File: src/rtl/dlseq_pkg.sv
package dlseq_pkg;

    localparam int FREQ_W     = 3;
    localparam int PHASE_W    = 4;
    localparam int NUM_BOUNDS = (1 << FREQ_W) - 1;
    // upper edge (MHz) of each band except the last
    localparam int unsigned BAND_TOP_MHZ [NUM_BOUNDS] = '{112, 125, 137, 150, 162, 175, 187};

    typedef enum logic [4:0] {
        ST_IDLE,
        ST_I_SAVE,
        ST_I_RST,
        ST_I_PDN,
        ST_I_FREQ,
        ST_I_RCLR,
        ST_I_PCLR,
        ST_I_EN,
        ST_I_CLK,
        ST_I_LOCK,
        ST_I_REST,
        ST_P_STEP1,
        ST_P_WOFF,
        ST_P_GRAY,
        ST_P_CLK,
        ST_P_WON,
        ST_P_CDR
    } seq_state_e;

    typedef struct packed {
        logic               ps;
        logic               rst;
        logic               pdn;
        logic               en;
        logic               clkout;
        logic               cdr;
        logic               ext;
        logic [FREQ_W-1:0]  freq;
        logic [PHASE_W-1:0] gray;
    } line_ctl_t;

endpackage

File: src/rtl/dlseq_freq_sel.sv
module dlseq_freq_sel
    import dlseq_pkg::*;
#(
    parameter int RATE_W = 8
) (
    input  logic [RATE_W-1:0] rate_mhz,
    output logic [FREQ_W-1:0] code
);

    logic [NUM_BOUNDS-1:0] above;

    for (genvar k = 0; k < NUM_BOUNDS; k++) begin : g_band
        assign above[k] = (rate_mhz > RATE_W'(BAND_TOP_MHZ[k]));
    end

    // thermometer count; above the last listed edge it saturates at the top code
    assign code = FREQ_W'($countones(above));

endmodule

File: src/rtl/dlseq_gray_enc.sv
module dlseq_gray_enc #(
    parameter int W = 4
) (
    input  logic [W-1:0] bin,
    output logic [W-1:0] gray
);

    assign gray[W-1] = bin[W-1];
    for (genvar i = 0; i < W - 1; i++) begin : g_bit
        assign gray[i] = bin[i] ^ bin[i+1];
    end

endmodule

File: src/rtl/dlseq_wait_timer.sv
module dlseq_wait_timer #(
    parameter int TO_W = 16
) (
    input  logic            clk,
    input  logic            rst_n,
    input  logic            in_wait,
    input  logic            met,
    input  logic [TO_W-1:0] limit,
    output logic            expired
);

    logic [TO_W-1:0] cnt_d, cnt_q;

    always_comb begin
        if (!in_wait || met) begin
            cnt_d = '0;
        end else begin
            cnt_d = cnt_q + 1'b1;
        end
    end

    always_ff @(posedge clk or negedge rst_n) begin
        if (!rst_n) begin
            cnt_q <= '0;
        end else begin
            cnt_q <= cnt_d;
        end
    end

    assign expired = in_wait && !met && (cnt_q == limit);

    // the count never passes the limit while waiting (limit held stable)
    assert_cnt_bound_R10: assert property (@(posedge clk) disable iff (!rst_n)
        in_wait && $stable(limit) |-> cnt_q <= limit);

endmodule

File: src/rtl/dlseq_top.sv
module dlseq_top
    import dlseq_pkg::*;
#(
    parameter int RATE_W = 8,
    parameter int TO_W   = 16
) (
    input  logic               clk,
    input  logic               rst_n,
    input  logic               cmd_valid,
    input  logic               cmd_op,
    input  logic [PHASE_W-1:0] cmd_phase,
    input  logic [RATE_W-1:0]  rate_mhz,
    input  logic [TO_W-1:0]    wait_limit,
    input  logic               pwrsave_en,
    input  logic               lock_in,
    input  logic               oe_fb,
    output logic               line_pwrsave,
    output logic               line_rst,
    output logic               line_pdn,
    output logic               line_en,
    output logic               line_clkout_en,
    output logic               line_cdr_en,
    output logic               line_cdr_ext_en,
    output logic [FREQ_W-1:0]  line_freq,
    output logic [PHASE_W-1:0] line_gray,
    output logic               busy,
    output logic               done,
    output logic               err
);

    typedef struct packed {
        seq_state_e         st;
        line_ctl_t          ctl;
        logic               saved_ps;
        logic [FREQ_W-1:0]  pend_freq;
        logic [PHASE_W-1:0] pend_gray;
        logic               done;
        logic               err;
    } seq_regs_t;

    seq_regs_t d, q;

    logic [FREQ_W-1:0]  freq_code;
    logic [PHASE_W-1:0] gray_code;
    logic               in_wait, wait_met, wait_expired;

    dlseq_freq_sel #(.RATE_W(RATE_W)) u_freq (
        .rate_mhz (rate_mhz),
        .code     (freq_code)
    );

    dlseq_gray_enc #(.W(PHASE_W)) u_gray (
        .bin  (cmd_phase),
        .gray (gray_code)
    );

    always_comb begin
        unique case (q.st)
            ST_I_LOCK: begin in_wait = 1'b1; wait_met = lock_in;  end
            ST_P_WOFF: begin in_wait = 1'b1; wait_met = !oe_fb;   end
            ST_P_WON:  begin in_wait = 1'b1; wait_met = oe_fb;    end
            default:   begin in_wait = 1'b0; wait_met = 1'b0;     end
        endcase
    end

    dlseq_wait_timer #(.TO_W(TO_W)) u_timer (
        .clk     (clk),
        .rst_n   (rst_n),
        .in_wait (in_wait),
        .met     (wait_met),
        .limit   (wait_limit),
        .expired (wait_expired)
    );

    always_comb begin
        d      = q;
        d.done = 1'b0;
        unique case (q.st)
            ST_IDLE: begin
                d.ctl.ps = pwrsave_en;
                if (cmd_valid) begin
                    d.err       = 1'b0;
                    d.pend_freq = freq_code;
                    d.pend_gray = gray_code;
                    d.st        = cmd_op ? ST_P_STEP1 : ST_I_SAVE;
                end
            end
            ST_I_SAVE: begin
                d.saved_ps = q.ctl.ps;
                d.ctl.ps   = 1'b0;
                d.st       = ST_I_RST;
            end
            ST_I_RST:  begin d.ctl.rst    = 1'b1;        d.st = ST_I_PDN;  end
            ST_I_PDN:  begin d.ctl.pdn    = 1'b1;        d.st = ST_I_FREQ; end
            ST_I_FREQ: begin d.ctl.freq   = q.pend_freq; d.st = ST_I_RCLR; end
            ST_I_RCLR: begin d.ctl.rst    = 1'b0;        d.st = ST_I_PCLR; end
            ST_I_PCLR: begin d.ctl.pdn    = 1'b0;        d.st = ST_I_EN;   end
            ST_I_EN:   begin d.ctl.en     = 1'b1;        d.st = ST_I_CLK;  end
            ST_I_CLK:  begin d.ctl.clkout = 1'b1;        d.st = ST_I_LOCK; end
            ST_I_LOCK: begin
                if (wait_met) begin
                    d.st = ST_I_REST;
                end else if (wait_expired) begin
                    d.err = 1'b1;
                    d.st  = ST_IDLE;
                end
            end
            ST_I_REST: begin
                d.ctl.ps = q.saved_ps;
                d.done   = 1'b1;
                d.st     = ST_IDLE;
            end
            ST_P_STEP1: begin
                d.ctl.cdr    = 1'b0;
                d.ctl.clkout = 1'b0;
                d.ctl.ext    = 1'b1;
                d.ctl.en     = 1'b1;
                d.st         = ST_P_WOFF;
            end
            ST_P_WOFF: begin
                if (wait_met) begin
                    d.st = ST_P_GRAY;
                end else if (wait_expired) begin
                    d.err = 1'b1;
                    d.st  = ST_IDLE;
                end
            end
            ST_P_GRAY: begin d.ctl.gray   = q.pend_gray; d.st = ST_P_CLK; end
            ST_P_CLK:  begin d.ctl.clkout = 1'b1;        d.st = ST_P_WON; end
            ST_P_WON: begin
                if (wait_met) begin
                    d.st = ST_P_CDR;
                end else if (wait_expired) begin
                    d.err = 1'b1;
                    d.st  = ST_IDLE;
                end
            end
            ST_P_CDR: begin
                d.ctl.cdr = 1'b1;
                d.ctl.ext = 1'b0;
                d.done    = 1'b1;
                d.st      = ST_IDLE;
            end
            default: d.st = ST_IDLE;
        endcase
    end

    always_ff @(posedge clk or negedge rst_n) begin
        if (!rst_n) begin
            q <= '{st: ST_IDLE, ctl: '0, saved_ps: 1'b0, pend_freq: '0,
                   pend_gray: '0, done: 1'b0, err: 1'b0};
        end else begin
            q <= d;
        end
    end

    assign line_pwrsave    = q.ctl.ps;
    assign line_rst        = q.ctl.rst;
    assign line_pdn        = q.ctl.pdn;
    assign line_en         = q.ctl.en;
    assign line_clkout_en  = q.ctl.clkout;
    assign line_cdr_en     = q.ctl.cdr;
    assign line_cdr_ext_en = q.ctl.ext;
    assign line_freq       = q.ctl.freq;
    assign line_gray       = q.ctl.gray;
    assign busy            = (q.st != ST_IDLE);
    assign done            = q.done;
    assign err             = q.err;

    // bring-up ordering between reset, power-down, enable and output enable
    assert_pdn_after_rst_R2: assert property (@(posedge clk) disable iff (!rst_n)
        $rose(line_pdn) |-> line_rst);
    assert_rst_clr_first_R2: assert property (@(posedge clk) disable iff (!rst_n)
        $fell(line_pdn) |-> !line_rst);
    assert_clkout_on_R2: assert property (@(posedge clk) disable iff (!rst_n)
        $rose(line_clkout_en) |-> line_en && !line_rst && !line_pdn);

    // completion of init follows an observed lock
    assert_lock_seen_R4: assert property (@(posedge clk) disable iff (!rst_n)
        (q.st == ST_I_REST) |-> $past(lock_in));

    // power-save held low through the bring-up
    assert_ps_low_R5: assert property (@(posedge clk) disable iff (!rst_n)
        (q.st inside {ST_I_RST, ST_I_PDN, ST_I_FREQ, ST_I_RCLR, ST_I_PCLR,
                      ST_I_EN, ST_I_CLK, ST_I_LOCK}) |-> !line_pwrsave);

    // internal and external recovery never enabled together
    assert_cdr_excl_R7: assert property (@(posedge clk) disable iff (!rst_n)
        !(line_cdr_en && line_cdr_ext_en));

    // phase code moves only with the output clock gated
    assert_gray_gated_R8: assert property (@(posedge clk) disable iff (!rst_n)
        !$stable(line_gray) |-> !line_clkout_en && !$past(line_clkout_en));

    // recovery handed back with output running, at completion
    assert_cdr_handback_R9: assert property (@(posedge clk) disable iff (!rst_n)
        $rose(line_cdr_en) |-> line_clkout_en && done);

    // timeout leaves the sequencer idle
    assert_err_idle_R10: assert property (@(posedge clk) disable iff (!rst_n)
        $rose(err) |-> !busy && !done);

    // done is a lone pulse raised in idle
    assert_done_pulse_R12: assert property (@(posedge clk) disable iff (!rst_n)
        done |=> !done);
    assert_done_idle_R12: assert property (@(posedge clk) disable iff (!rst_n)
        done |-> !busy);

endmodule

File: config.mk
export PLATFORM = sky130hd
export DESIGN_NAME = dlseq_top
export DESIGN_NICKNAME = d
export VERILOG_FILES = /design/src/rtl/dlseq_pkg.sv /design/src/rtl/dlseq_freq_sel.sv /design/src/rtl/dlseq_gray_enc.sv /design/src/rtl/dlseq_wait_timer.sv /design/src/rtl/dlseq_top.sv
export SDC_FILE = /design/constraint.sdc
export NUM_CORES = 1
export LEC_CHECK = 0
export BUFFER_PORTS_ARGS = -buffer_cell sky130_fd_sc_hd__buf_2
export CAP_MARGIN = 10
export CORE_UTILIZATION = 50
export CTS_BUF_LIST = sky130_fd_sc_hd__clkbuf_4 sky130_fd_sc_hd__clkbuf_8 sky130_fd_sc_hd__clkbuf_16
export CTS_CLUSTER_SIZE = 20
export DETAILED_ROUTE_END_ITERATION = 16
export PLACE_DENSITY = 0.76
export SYNTH_ARGS = -nofsm -noshare
export SYNTH_HDL_FRONTEND = slang
export SYNTH_HIERARCHICAL = 1
export SYNTH_SLANG_ARGS = --single-unit
File: constraint.sdc
create_clock -name clk -period 2.1 [get_ports clk]
set_clock_uncertainty 0.1 [all_clocks]
set_input_delay 0.21 -clock clk [delete_from_list [all_inputs] [get_ports clk]]
set_output_delay 0.21 -clock clk [all_outputs]
set_load 0.02 [all_outputs]
==> impl_metrics.toml, run 1 <==
[clock_tree]
cts_buffers = 5
clock_path_buffers = 2
cts_root_buf = "clkbuf_8"
clock_sinks = 45
htreeDepth = 2
cts_tree = "yes"
clk_latency_ns = 0.30
cts.clk_slew.worst_paths_ns = 0.09

[outcome]
status = "finished, violations left"
failed_checks = "setup timing"

[floorplanning]
dieArea_sq_mm = 0.00601
initial_utilization_pct = 51.8
fp.dieH_um = 77.6
rows = 27
io_pins = 52
die_w_um = 77.6
core_area_sq_mm = 0.00551

[hold_path]
hold_end = "q[28]"
hold_start = "oe_fb"
min_path_cells = 3
hold_class = "input pin to register"

[sta]
setup_slack_ns = -0.789
setup_violations = 3
worstMarginPinSlew_ns = 0.483
min_period_ns = 2.89
fmax_mhz = 346
drv_slew = 0
rsz0062_at_grt = "true"
finalCritPeriodShare_pct = 138
slew_headroom_pct = 67.8
final.setup.tns_ns = -1.98
hold_viol_final = 0

[yosys]
synth_cell_types = 60
ys_ff_latch = 45
syn_inst = 295
synth_nets = 335
yosysWarnings = 6
ys.flop_type = "dfrtp_1"
syn_avg_cell_area_sq_um = 9.67
ys_seq_area_share_pct = 39.5
synth_edf_count = 0
syn_area_sq_mm = 0.00285
async_reset_ff_share_pct = 100

[grt]
grt_pass1_vias = 2405
grt_antenna_before_repair = 0
grt_use_total_pct = 22.8
grt_pass1_wl_mm = 11.0
grt_start_max_net_pins = 27
grt_overflow = 0

[power_and_ir_drop]
ir_worst_vdd_mv = 0.503
total_power_mw = 3.89
power_leakage_nw = 1.69
powerDensity_mw_per_mm2 = 1080

[worst_setup_path]
ff2ff_setup_slack_ns = 0.03
end_kind = "register"
start_kind = "input pin"
worst-setup-path-type = "input pin to register"
critPathArrivalTime_ns = 2.97
worstPathRequired_ns = 2.18
cp_max_fo = 2
reg2regPathDepth = 9
r2r_start = "q[24]"
r2r-end = "q[24]"

[placed_design]
numPortBuffers = 51
gp_congestion = 0.833
post-place-ws_ns = -1.14
hpwl_mm = 4.70

[drt]
drc = 0
wl_mm = 6.46
ant_nets = 0
vias = 2471
routedWlPerCell_um = 14.3
dr.first_iter.drc_count = 175
dr.pass1.iters = 4
via_per_inst = 5.47

[final_layout]
final_common_cell = "buf_2"
layout.nets = 419
final_cell_mix = "buf_2, dfrtp_1, buf_4"
diodes = 0
drive_above_1_share_pct = 38.9
area_growth_pct = 26.6

[run]
drv_cap = 0
-- synthesized netlist by cell type (3+ instances only) --
cell type | n | area, sq um
a21oi_1 | 15 | 75.1
a31oi_1 | 4 | 25.0
buf_2 | 10 | 50.1
buf_4 | 9 | 67.6
dfrtp_1 | 45 | 1130
fa_1 | 4 | 80.1
inv_1 | 11 | 41.3
mux2_2 | 15 | 169
mux2i_1 | 3 | 30.0
nand2_1 | 17 | 63.8
nand2b_1 | 5 | 31.3
nand3_1 | 9 | 45.0
nand3b_1 | 3 | 22.5
nand4_1 | 4 | 25.0
nor2_1 | 28 | 105
nor2b_1 | 8 | 50.1
nor3_1 | 10 | 50.1
nor4_1 | 4 | 25.0
o21ai_0 | 9 | 45.0
o21ai_1 | 4 | 20.0
o31ai_1 | 3 | 22.5
xnor2_1 | 8 | 70.1
xor2_1 | 22 | 193
-- report_power, final --
group / total [mW] / leakage [nW] / internal (mW) / switching [mW]
logic: 2.08 / 1.07 / 0.948 / 1.13
clock network: 0.546 / 0.0481 / 0.236 / 0.309
registers: 1.26 / 0.574 / 1.11 / 0.153
total: 3.89 / 1.69 / 2.30 / 1.59
-- per-stage QoR --
stage,util [%],cell area (sq um),hold WS [ns],cells
after global routing,65.6,3610,0.0641,452
after floorplan,-,2860,-0.186,295
after detailed placement,61.4,3380,0.0901,435
after global placement,61.4,3380,0.0890,435
after CTS,63.7,3510,0.0670,445
final,65.6,3610,0.0735,452
-- layer usage --
| layer | vias up | wire length (um) | part of all wire [%] | global-route usage [%] |
|---|---|---|---|---|
| li1 | 1197 | - | - | - |
| met1 | 1187 | 2770 | 43 | 30.4 |
| met2 | 73 | 3260 | 50 | 37.3 |
| met3 | 14 | 274 | 4.2 | 4.24 |
| met4 | 0 | 157 | 2.4 | 7.74 |
| met5 | - | 0 | 0 | 0 |
-- worst max-delay path by stage --
stage | slack, ns | start | depth (start not counted) | end
floorplan | -0.94 | rate_mhz[1] | 8 | q[7]
global placement | -1.08 | rate_mhz[1] | 9 | q[7]
detailed placement | -1.14 | rate_mhz[1] | 9 | q[7]
CTS | -0.79 | rate_mhz[1] | 9 | q[7]
global route | -0.82 | rate_mhz[1] | 9 | q[7]
finish | -0.79 | rate_mhz[1] | 9 | q[7]
-- final cells by class --
cell class                      instances  area [sq um]
Multi-Input combinational cell        218          1620
Inverter                               11          41.3
Clock buffer                            5          68.8
Sequential cell                        45          1130
Clock inverter                          3          22.5
Fill cell                             428          1890
Timing Repair Buffer                   98           641
Tap cell                               72          90.1
-- state kept, by name, indices dropped and copies added (netlist names), 3 cells and up --
signal / cells
line_freq: 3
q: 13
line_gray: 4
u_timer/cnt_q: 16
-- critical path, stage by stage --
cell	delay, ns
buf_6	0.09
or4_4	0.54
a21oi_4	0.14
fa_1	0.42
fa_1	0.51
inv_2	0.04
fa_2	0.35
fa_2	0.41
mux2_2	0.26
-- what timing repair did --
item                                   in CTS  in global routing
endpoints found under the hold margin      19                  0
resized for setup                           4                 14
pin swaps                                   1                  8
setup buffers                               1                  7
hold buffers                                1                  0
setup endpoints to repair                   5                 16
-- cell families (layout without fill, tap and decap cells) --
family,Yosys count,after routing,share of synthesized area [%]
and+or+nand+nor,113,113,23.1
buffers and inverters,32,117,5.83
AOI/OAI and AO/OA,51,51,11.8
adders and majority gates,5,5,3.24
DFF,45,45,39.5
xor gates and xnor gates,30,30,9.21
muxes,19,19,7.37
Power figures use the tool's default switching activity.
==> inputs of run 2 (changes only) <==
--- a/config.mk
+++ b/config.mk
@@ -12,6 +12,7 @@
 export CTS_CLUSTER_SIZE = 20
 export DETAILED_ROUTE_END_ITERATION = 16
 export PLACE_DENSITY = 0.76
+export SETUP_SLACK_MARGIN = 0.1
 export SYNTH_ARGS = -nofsm -noshare
 export SYNTH_HDL_FRONTEND = slang
 export SYNTH_HIERARCHICAL = 1
==> run 2 against run 1 <==
Effect of this change: the flow still finishes with violations (setup timing); utilization is 0.57 points lower; register-to-register slack worse by 0.11 ns; fmax down 1.6%; global-route usage up 0.90 points; non-clock buffer count unchanged; die area unchanged; power shrank 2.6%; worst setup slack worse by 0.048 ns; combinational power fell by 7%; sequential power about the same; critical path depth unchanged; critical endpoint unchanged; largest cell class unchanged; largest power group unchanged.
==> impl_metrics.toml, run 2 (same netlist as run 1, synthesis figures left out) <==
[outcome]
status = "finished, violations left"
failed_checks = "setup timing"

[final_layout]
diodes = 0
largest_reg_flops = 16
final_common_cell = "buf_2"
drive_above_1_share_pct = 38.2
postLayoutCoreUtil_pct = 65.1
layout.nets = 419
multiInputGateArea_sq_mm = 0.00161
final_cell_mix = "buf_2, buf_4, dfrtp_1"
seq_area_sq_mm = 0.00113
area_growth_pct = 25.5
fill_cells = 456
top_register = "u_timer/cnt_q"
fin_cells = 452

[floorplanning]
rows = 27
io_pins = 52
die_w_um = 77.6
core_area_sq_mm = 0.00551
dieArea_sq_mm = 0.00601
fp.dieH_um = 77.6
initial_utilization_pct = 51.8

[worst_setup_path]
path_cells = "buf_6, or4_4, a21oi_4, fa_1, fa_1, inv_2, fa_2, fa_2, mux2_2"
reg2regPathDepth = 8
worstSetupPathDepth = 9
max_stage_delay_ns = 0.55
slowest_stage = "or4_4"
start_kind = "input pin"
crit_path_start = "rate_mhz[1]"
end_kind = "register"
path_delay_family = "adder cells"
cp_max_fo = 2
worst-setup-path-type = "input pin to register"
crit_buf_inv = 2
r2r_start = "q[26]"
critPathArrivalTime_ns = 3.02
worstPathRequired_ns = 2.19

[grt]
grt_start_max_net_pins = 28
grt_util_met3_pct = 5.06
grt_overflow = 0
top_usage_layer = "met2"
grt_antenna_before_repair = 0
grt_use_met2_pct = 39.3
met1_usage_pct = 29.6
grt_pass1_vias = 2400
grt_use_total_pct = 23.7
grt_pass1_wl_mm = 11.2

[sta]
drv_slew = 0
setup_violations = 6
min_period_ns = 2.94
slew_headroom_pct = 58.5
finalCritPeriodShare_pct = 140
rsz0062_at_grt = "true"
setup_slack_ns = -0.837
final.setup.tns_ns = -2.19
worstMarginPinSlew_ns = 0.623
fmax_mhz = 340
hold_viol_final = 0

[run]
drv_cap = 0

[drt]
routedWlPerCell_um = 14.5
ant_nets = 0
vias = 2467
via_per_inst = 5.46
wl_mm = 6.57
dr.first_iter.drc_count = 142
drc = 0
dr.pass1.iters = 4

[clock_tree]
cts.clk_slew.worst_paths_ns = 0.10
cts_buffers = 5
cts_root_buf = "clkbuf_8"
clock_path_buffers = 2
clk_latency_ns = 0.30
clock_sinks = 45
cts_tree = "yes"
htreeDepth = 2

[hold_path]
hold_start = "cmd_phase[3]"
min_path_cells = 2
hold_class = "input pin to register"

[power_and_ir_drop]
total_power_mw = 3.78
powerDensity_mw_per_mm2 = 1060
power_leakage_nw = 1.68
ir_worst_vdd_mv = 0.648

[placed_design]
numPortBuffers = 51
placed_cells = 438
hpwl_mm = 4.73
gp_congestion = 0.823
post-place-ws_ns = -1.18
run 2: layer usage:
layer | vias up | share of wire, % | wire length (um)
li1 | 1199 | - | -
met1 | 1178 | 42 | 2760
met2 | 67 | 51 | 3360
met3 | 23 | 3.6 | 238
met4 | 0 | 3.2 | 210
met5 | - | 0 | 0
run 2: layout make-up:
class | count | share of cell area, %
Clock buffer | 5 | 1.92
Clock inverter | 3 | 0.699
Inverter | 11 | 1.15
Multi-Input combinational cell | 218 | 44.8
Sequential cell | 45 | 31.5
Tap cell | 72 | 2.51
Timing Repair Buffer | 98 | 17.4
run 2: report_power, final:
group | leakage, nW | internal (mW) | switching, mW
Clock | 0.0447 | 0.241 | 0.330
Sequential | 0.576 | 1.11 | 0.167
Combinational | 1.06 | 0.893 | 1.04
run 2: stage by stage:
step	hold slack, ns	cell area [sq um]
floorplan	-0.186	2870
global placement	0.168	3400
detailed placement	0.165	3400
CTS	0.0491	3580
global route	0.0397	3580
finish	0.0603	3580
run 2: path summary, 6_finish.rpt:
path                                      to  slack (ns)
setup / recovery                        q[7]       -0.84
hold / removal                          q[5]        0.06
setup reg to reg                       q[27]       -0.08
hold reg to reg                      line_en        0.37
max in group asynchronous              q[24]        0.94
min in group asynchronous  u_timer/cnt_q[11]        0.35
run 2: repair_timing:
item | 4_1_cts | 5_1_grt
pin swaps | 3 | 0
hold buffers | 1 | 0
gates resized for setup | 10 | 1
endpoints found under the hold margin | 25 | 0
endpoints found under the setup margin | 10 | 15
setup buffers | 5 | 0
run 2: worst reg2reg max path, delay by kind of cell (launching register included):
family                    cells  cell delay [ns]
xor gates and xnor gates      1             0.23
DFF                           1             0.52
AOI/OAI and AO/OA             3             0.65
and+or+nand+nor               4             0.56
==> inputs of run 3 (changes only) <==
--- a/config.mk
+++ b/config.mk
@@ -11,6 +11,7 @@
 export CTS_BUF_LIST = sky130_fd_sc_hd__clkbuf_4 sky130_fd_sc_hd__clkbuf_8 sky130_fd_sc_hd__clkbuf_16
 export CTS_CLUSTER_SIZE = 20
 export DETAILED_ROUTE_END_ITERATION = 16
+export GPL_TIMING_DRIVEN = 0
 export PLACE_DENSITY = 0.76
 export SETUP_SLACK_MARGIN = 0.1
 export SYNTH_ARGS = -nofsm -noshare
==> run 3 against run 2 <==
Effect of this change: the flow still finishes with violations (setup timing); global-route usage decreased by 1.6 points; sequential share of layout area up 1.3 points; first-iteration DRC count rose by 48%; design area down 4.2%; register-to-register slack hardly changed; final cell count decreased by 4.6%.
==> impl_metrics.toml, run 3 (same netlist as run 1, synthesis figures left out) <==
[floorplanning]
core_area_sq_mm = 0.00551
fp.dieH_um = 77.6
dieArea_sq_mm = 0.00601
die_w_um = 77.6
rows = 27
initial_utilization_pct = 51.8
io_pins = 52

[worst_setup_path]
reg2regPathDepth = 8
cp_max_fo = 2
end_kind = "register"
start_kind = "input pin"
worstPathRequired_ns = 2.19
critPathArrivalTime_ns = 2.99
worst-setup-path-type = "input pin to register"

[placed_design]
hpwl_mm = 4.40
post-place-ws_ns = -1.14
numPortBuffers = 51
placed_area_sq_mm = 0.00322
gp_congestion = 0.904

[grt]
grt_start_max_net_pins = 46
grt_pass1_vias = 2306
grt_antenna_before_repair = 0
grt_use_total_pct = 22.1
grt_overflow = 0
grt_pass1_wl_mm = 10.5

[sta]
worstMarginPinSlew_ns = 0.960
setup_slack_ns = -0.800
rsz0062_at_grt = "true"
fmax_mhz = 345
setup_violations = 5
hold_viol_final = 0
whs_ns = 0.0828
drv_slew = 0
finalCritPeriodShare_pct = 138
min_period_ns = 2.90
slew_headroom_pct = 36.0

[drt]
vias = 2380
drc = 0
dr.pass1.iters = 4
dr.first_iter.drc_count = 210
ant_nets = 0
routedWlPerCell_um = 14.4
via_per_inst = 5.52
wl_mm = 6.21

[outcome]
failed_checks = "setup timing"
status = "finished, violations left"

[clock_tree]
cts_tree = "yes"
clk_latency_ns = 0.31
htreeDepth = 2
clock_path_buffers = 2
cts_buffers = 5
clock_sinks = 45
cts.clk_slew.worst_paths_ns = 0.08
cts_root_buf = "clkbuf_8"

[final_layout]
layout.nets = 398
drive_above_1_share_pct = 34.5
area_growth_pct = 20.3
final_cell_mix = "buf_2, dfrtp_1, nor2_1"
diodes = 0
finish.instance_area_sq_mm = 0.00343
final_common_cell = "buf_2"
largest_reg_flops = 16
top_register = "u_timer/cnt_q"

[power_and_ir_drop]
ir_worst_vdd_mv = 0.555
power_leakage_nw = 1.58
powerDensity_mw_per_mm2 = 1080

[hold_path]
hold_class = "input pin to register"
min_path_cells = 3

[run]
drv_cap = 0
run 3: worst paths after layout:
check | startpoint | endpoint | slack, ns
worst max-delay path | rate_mhz[1] | q[7] | -0.80
worst min-delay path | oe_fb | q[28] | 0.08
worst max register to register | q[26] | q[25] | -0.08
worst min register to register | line_en | line_en | 0.39
max in group asynchronous | rst_n | q[9] | 0.81
min in group asynchronous | rst_n | u_timer/cnt_q[11] | 0.48
run 3: final cells by class:
| class | instances | area [sq um] |
|---|---|---|
| timing repair buffer | 56 | 314 |
| sequential | 45 | 1130 |
| clock buffer | 5 | 68.8 |
| tap | 72 | 90.1 |
| buffer | 21 | 136 |
| multi-input combinational | 218 | 1630 |
| fill | 468 | 2070 |
| clock inverter | 3 | 25.0 |
| inverter | 11 | 41.3 |
run 3: stage by stage:
stage          setup TNS, ns  utilization (%)  power, mW  std cells
2_1_floorplan          -2.41                -       2.60        295
3_3_place_gp           -3.92             58.4       3.01        418
3_5_place_dp           -4.67             58.4       3.06        418
4_1_cts                -1.96             62.1       3.72        431
5_1_grt                -2.57             62.3       3.99        431
6_report               -2.08             62.3       3.71        431
run 3: worst max-delay path: stages:
cell and delay [ns]:
buf_8 0.09, or4_4 0.53, a21oi_4 0.15, fa_1 0.43, fa_1 0.52, inv_2 0.04, fa_2 0.35, fa_2 0.40
mux2_2 0.26
run 3: metal layers:
layer | GRT usage [%] | routed length, um | part of all wire (%)
met1 | 28.4 | 2670 | 43
met3 | 3.65 | 269 | 4.3
met4 | 6.79 | 82 | 1.3
met2 | 38.0 | 3180 | 51
met5 | 0 | 0 | 0
run 3: timing repair:
action                                  4_1_cts  5_1_grt
hold endpoints to repair                     27        0
endpoints found under the setup margin       22       20
hold buffers                                  1        0
buffers inserted                              4        0
gates resized for setup                      19        3
pin swaps                                     6        1
run 3: report_power, final:
group	leakage [nW]	internal, mW	switching [mW]
combinational	0.953	0.826	1.06
sequential	0.577	1.11	0.165
clock	0.0447	0.240	0.318
total	1.58	2.17	1.54
